File: config.mk
export PLATFORM = sky130hd
export DESIGN_NAME = cm_block_init
export DESIGN_NICKNAME = d
export VERILOG_FILES = /design/src/rtl/cmbi_pkg.sv /design/src/rtl/cmbi_addr_ctr.sv /design/src/rtl/cmbi_seq.sv /design/src/rtl/cmbi_wr_path.sv /design/src/rtl/cm_block_init.sv
export SDC_FILE = /design/constraint.sdc
export NUM_CORES = 1
export LEC_CHECK = 0
export BUFFER_PORTS_ARGS = -buffer_cell sky130_fd_sc_hd__buf_2
export CAP_MARGIN = 10
export CORE_MARGIN = 3
export CORE_UTILIZATION = 39
export DETAILED_ROUTE_END_ITERATION = 12
export PLACE_DENSITY = 0.79
export SETUP_SLACK_MARGIN = 0.1
export SLEW_MARGIN = 30
export SYNTH_ARGS = -nofsm -noshare
export SYNTH_HDL_FRONTEND = slang
export SYNTH_SLANG_ARGS = --single-unit
File: constraint.sdc
create_clock -name clk -period 1.5 [get_ports clk]
set_input_delay 0.075 -clock clk [delete_from_list [all_inputs] [get_ports clk]]
set_output_delay 0.075 -clock clk [all_outputs]
set_load 0.03 [all_outputs]
File: src/rtl/cmbi_pkg.sv
package cmbi_pkg;
    typedef enum logic [1:0] {
        ST_IDLE = 2'd0,
        ST_FILL = 2'd1,
        ST_DONE = 2'd2
    } cmbi_state_e;
endpackage

File: src/rtl/cmbi_addr_ctr.sv
module cmbi_addr_ctr #(
    parameter int ADDR_W = 11
) (
    input  logic              clk,
    input  logic              rst_n,
    input  logic              clr,
    input  logic              inc,
    output logic [ADDR_W-1:0] addr,
    output logic              at_last
);
    localparam logic [ADDR_W-1:0] LAST = {ADDR_W{1'b1}};

    always_ff @(posedge clk) begin
        if (!rst_n || clr) addr <= '0;
        else if (inc)      addr <= addr + 1'b1;
    end

    assign at_last = (addr == LAST);


    addr_step_chk: assert property (@(posedge clk) disable iff (!rst_n)
        (inc && !clr) |=> (addr == $past(addr) + 1'b1));
endmodule

File: src/rtl/cmbi_seq.sv
module cmbi_seq
    import cmbi_pkg::*;
(
    input  logic clk,
    input  logic rst_n,
    input  logic blk_mode,
    input  logic en_wr,
    input  logic en_wdata,
    input  logic slot_free,
    input  logic at_last,
    output logic en_bit,
    output logic busy,
    output logic fill_we,
    output logic ctr_clr,
    output logic pat_load
);
    cmbi_state_e state, state_nx;

    always_comb begin
        state_nx = state;
        unique case (state)
            ST_IDLE: if (en_bit && blk_mode) state_nx = ST_FILL;
            ST_FILL: begin
                if (!blk_mode)                  state_nx = ST_IDLE;
                else if (slot_free && at_last)  state_nx = ST_DONE;
            end
            ST_DONE: state_nx = ST_IDLE;
            default: state_nx = ST_IDLE;
        endcase
    end

    always_ff @(posedge clk) begin
        if (!rst_n) state <= ST_IDLE;
        else        state <= state_nx;
    end

    always_ff @(posedge clk) begin
        if (!rst_n || !blk_mode)          en_bit <= 1'b0;
        else if (state == ST_DONE)        en_bit <= 1'b0;
        else if (en_wr && state == ST_IDLE) en_bit <= en_wdata;
    end

    always_comb begin
        busy     = (state != ST_IDLE);
        fill_we  = (state == ST_FILL) && blk_mode && slot_free;
        ctr_clr  = (state == ST_IDLE);
        pat_load = (state == ST_IDLE) && en_bit && blk_mode;
    end


    done_clears_en_chk: assert property (@(posedge clk) disable iff (!rst_n)
        (state == ST_DONE) |=> (!en_bit && state == ST_IDLE));

    abort_to_idle_chk: assert property (@(posedge clk) disable iff (!rst_n)
        (busy && !blk_mode) |=> (!busy && !en_bit));

    mode_low_no_start_chk: assert property (@(posedge clk) disable iff (!rst_n)
        (state == ST_IDLE && !blk_mode) |=> (state == ST_IDLE));
endmodule

File: src/rtl/cmbi_wr_path.sv
module cmbi_wr_path #(
    parameter int ADDR_W = 11,
    parameter int DATA_W = 16,
    parameter int PAT_W  = 5
) (
    input  logic              clk,
    input  logic              rst_n,
    input  logic              pat_load,
    input  logic [PAT_W-1:0]  pattern,
    input  logic              busy,
    input  logic              fill_we,
    input  logic [ADDR_W-1:0] fill_addr,
    input  logic              cpu_req,
    input  logic [ADDR_W-1:0] cpu_addr,
    input  logic [DATA_W-1:0] cpu_data,
    output logic              mem_we,
    output logic [ADDR_W-1:0] mem_addr,
    output logic [DATA_W-1:0] mem_wdata
);
    localparam int LOW_W = DATA_W - PAT_W;

    logic [PAT_W-1:0]  pat_q;
    logic [DATA_W-1:0] fill_word;

    always_ff @(posedge clk) begin
        if (!rst_n)        pat_q <= '0;
        else if (pat_load) pat_q <= pattern;
    end

    assign fill_word = {pat_q, {LOW_W{1'b0}}};

    always_comb begin
        if (busy) begin
            mem_we    = fill_we;
            mem_addr  = fill_addr;
            mem_wdata = fill_word;
        end else begin
            mem_we    = cpu_req;
            mem_addr  = cpu_addr;
            mem_wdata = cpu_data;
        end
    end


    fill_low_zero_chk: assert property (@(posedge clk) disable iff (!rst_n)
        (busy && mem_we) |-> (mem_wdata[LOW_W-1:0] == '0));

    pat_hold_chk: assert property (@(posedge clk) disable iff (!rst_n)
        (busy && $past(busy)) |-> $stable(pat_q));

    stall_no_cpu_chk: assert property (@(posedge clk) disable iff (!rst_n)
        (busy && !fill_we) |-> !mem_we);
endmodule

File: src/rtl/cm_block_init.sv
module cm_block_init #(
    parameter int ADDR_W = 11,
    parameter int DATA_W = 16,
    parameter int PAT_W  = 5
) (
    input  logic              clk,
    input  logic              rst_n,
    input  logic              blk_mode,
    input  logic [PAT_W-1:0]  pattern,
    input  logic              en_wr,
    input  logic              en_wdata,
    input  logic              slot_free,
    input  logic              cpu_req,
    input  logic [ADDR_W-1:0] cpu_addr,
    input  logic [DATA_W-1:0] cpu_data,
    output logic              en_bit,
    output logic              fill_busy,
    output logic              mem_we,
    output logic [ADDR_W-1:0] mem_addr,
    output logic [DATA_W-1:0] mem_wdata
);
    logic              fill_we, ctr_clr, pat_load, at_last;
    logic [ADDR_W-1:0] fill_addr;

    cmbi_seq u_seq (
        .clk      (clk),
        .rst_n    (rst_n),
        .blk_mode (blk_mode),
        .en_wr    (en_wr),
        .en_wdata (en_wdata),
        .slot_free(slot_free),
        .at_last  (at_last),
        .en_bit   (en_bit),
        .busy     (fill_busy),
        .fill_we  (fill_we),
        .ctr_clr  (ctr_clr),
        .pat_load (pat_load)
    );

    cmbi_addr_ctr #(.ADDR_W(ADDR_W)) u_ctr (
        .clk    (clk),
        .rst_n  (rst_n),
        .clr    (ctr_clr),
        .inc    (fill_we),
        .addr   (fill_addr),
        .at_last(at_last)
    );

    cmbi_wr_path #(.ADDR_W(ADDR_W), .DATA_W(DATA_W), .PAT_W(PAT_W)) u_wr (
        .clk      (clk),
        .rst_n    (rst_n),
        .pat_load (pat_load),
        .pattern  (pattern),
        .busy     (fill_busy),
        .fill_we  (fill_we),
        .fill_addr(fill_addr),
        .cpu_req  (cpu_req),
        .cpu_addr (cpu_addr),
        .cpu_data (cpu_data),
        .mem_we   (mem_we),
        .mem_addr (mem_addr),
        .mem_wdata(mem_wdata)
    );
endmodule

==> metrics.md <==
| Metric | Value |
|---|---|
| Post-Synth Simple-Gate Area | 30.94% |
| Post-Synthesis Cell Area | 1169 µm² |
| Vias | 1219 |
| Via/cell ratio | 5.058 |
| CTS tree | yes |
| Wire length per cell | 12.68 µm |
| # port buffers | 68 |
| FF-to-FF Start | u_seq.state[1] |
| Drc violations | 0 |
| Vias in the first global route | 1101 |
| Clock skew after layout | 5.219 ps |
| Final net count | 251 |
| CTS max path bufs | 2 |
| Syn Area/Cell | 9.059 µm² |
| Top-level I/O count | 69 |
| MaxCap Viol Count | 0 |
| Initial Utilization | 41.66% |
| Worst setup EP type | output pin |
| Total Neg Setup Slack | -717.1 ps |
| Total placed instance area | 1623 µm² |
| Die ar. | 3689 µm² |
| Diode count | 0 |
| Min-Delay Path Class | input port to flop |
| Area growth syn-to-layout | 53.11% |
| Final hold viol count | 0 |
| Leak | 0.7817 nW |
| Placed cell count | 235 |
| Core ar. | 2805 µm² |
| Max-Slew Margin vs Limit | 79.55% |
| Largest net degree at the start of global routing | 15 |
| Worst setup path startpoint | u_seq.state[1] |
| Worst-Skew Late Latency | 310 ps |
| Critical path fanouts, max | 13 |
| DRT Pass-1 Iters | 4 |
| Mapped Cells | 129 |
| # H-tree levels | 1 |
| Post-synthesis xor/xnor area fraction | 0.7495% |
| Crit Path Class | flop to output pin |
| Synth unique cells | 32 |
| Yosys reg bits | 19 |
| Final worst slack | -57.63 ps |
| Largest family of logic cells by synthesized area | simple AND/OR/NAND/NOR gates |
| Num rows | 19 |
| Syn Nets | 169 |
| Crit path DAT | 1480 ps |
| Max VDD drop | 0.0003775 V |
| Synth Area in Compound Gates | 8.137% |
| Required time worst endpoint | 1420 ps |
| Post-Route WL | 3057 µm |
| Achievable Freq | 642.0 MHz |
| Adder-cell area share of the yosys netlist | 1.071% |
| Setup-failing EPs final | 14 |
| Number of synthesized flops with an enable pin | 0 |
| Hold buffer count at CTS | 0 |
| RSZ-0062 raised after global routing | true |
| GP Congestion | 0.7666 |
| Crit path launch type | flop |
| Failing checks | setup timing |
| Power per cell area | 591.2 nW/µm² |
| GR Util All Layers | 16.01% |
| Post-synth top area share | 32.55% |
| Post-synthesis mux area share | 22.06% |
| Final Cycle Share | 103.8% |
| Die W | 60.74 µm |
| Sequential area share after synthesis | 32.55% |
| Main synth FF type | dfxtp_1 |
| FFs w/ async S/R, synth | 0% |
| Synthesis Warnings | 0 |
| Layout cells sized above 1 | 56.19% |
| Final slew viol count | 0 |
| Fin cells | 241 |
| DRC marker count from the first detailed-route iteration | 19 |
| Reg clk slew, reported paths | 120 ps |
| Hold path start | pattern[1] |
| Clock Sink Count | 19 |
| Antenna violations before repair | 0 |
| Post-route ant nets | 0 |
| Grt total ovfl | 0 |
| Outcome | complete, but fails checks |
| Worst Tran Pin Value | 303.9 ps |
| Hpwl dp | 2253 µm |
| Root Buffer | clkbuf_4 |
| Total CTS buffers | 3 |
| Final Instance Area | 1789 µm² |
| Synth area leader | dfxtp_1 |
| Final worst path period need | 1558 ps |
| First-pass GRT wire length | 4519 µm |
| Die height | 60.74 µm |
| Top cells by area, synth | dfxtp_1, mux2_2, mux2i_1 |
[stage by stage]
step | power (mW) | hold slack [ps] | setup WS [ps] | utilization (%)
after floorplan | 0.6778 | 203.2 | 41.45 | -
after global placement | 0.7757 | 339.5 | 126.9 | 57.85
after detailed placement | 0.7789 | 351.8 | 69.65 | 57.85
after CTS | 1.063 | 29.39 | -63.51 | 61.69
after global routing | 1.101 | 54.44 | -125.3 | 63.78
final | 1.058 | 32.33 | -57.63 | 63.78
[state kept, by name, indices dropped and copies added (netlist names)]
register,flops
u_seq.state,2
u_ctr.addr,11
u_seq.en_bit,1
u_wr.pat_q,5
[Yosys cell counts, types with 3 or more instances]
library cell and n:
nand2_1 13, dfxtp_1 19, inv_1 4, mux2_2 14
and2_1 11, nor4_1 4, mux2i_1 10, nor2b_1 5
nand2b_1 5, o31ai_1 4, a21oi_1 6, nand3_1 3
o21ai_0 3, buf_2 3, nor2_1 4, or4_1 5
[worst max-delay path, stage by stage (launching register included)]
cell and delay, ps:
dfxtp_2 370, nor2_4 150, buf_12 150, mux2_2 330, buf_2 180
[area by class of cell]
class | instances | area (µm²)
clock buffers | 3 | 22.52
inverters | 4 | 15.01
multi-input cells | 100 | 802.0
fillers | 236 | 1016
well taps | 31 | 38.79
clock inverters | 1 | 5.005
repair buffers | 83 | 515.5
flip-flops and latches | 19 | 390.4
[report_power, final]
part | switching (mW) | internal [mW] | leakage [nW]
logic | 0.153 | 0.125 | 0.607
clock network | 0.172 | 0.0997 | 0.0177
registers | 0.00229 | 0.506 | 0.157
total | 0.327 | 0.731 | 0.782
[cell usage in the layout, fill, tap and decap left out, types with 2 or more instances in the layout]
master and count:
buf_2 51, buf_4 29, mux2_2 14, nand2_1 13
dfxtp_1 13, and2_1 11, mux2i_1 10, a21oi_1 6
nor2b_1 5, nand2b_1 5, dfxtp_2 5, inv_1 4
o31ai_1 4, o21ai_0 3, or4_1 3, nor2_1 3
nand3_1 3, nor4_2 3, clkbuf_4 3, or4_4 2
buf_6 2
[logic make-up after synthesis]
group | after synthesis
AOI/OAI and AO/OA | 16
buffers and inverters | 10
DFF | 19
and+or+nand+nor | 58
xor gates and xnor gates | 1
muxes | 24
adders and majority gates | 1
[repair_timing]
item,in CTS,in global routing
endpoints found under the setup margin,37,43
gates resized for setup,24,13
pin swaps,2,5
buffers inserted,3,0
[metal layers]
metal  vias up  track usage [%]  wire length [µm]
li1        620                -                 -
met1       535            18.48              1240
met2        60            29.31              1492
met3         4            2.979               301
met4         0            5.573                23
met5         -                0                 0
[worst paths after layout]
| kind | to | slack (ps) | depth (start not counted) |
|---|---|---|---|
| worst max-delay path | mem_addr[7] | -60 | 4 |
| worst min-delay path | u_wr.pat_q[1] | 30 | 3 |
| worst max register to register | u_ctr.addr[5] | 80 | 3 |
| worst min register to register | u_ctr.addr[9] | 490 | 2 |
No activity file was read; power rests on OpenSTA's default activity.
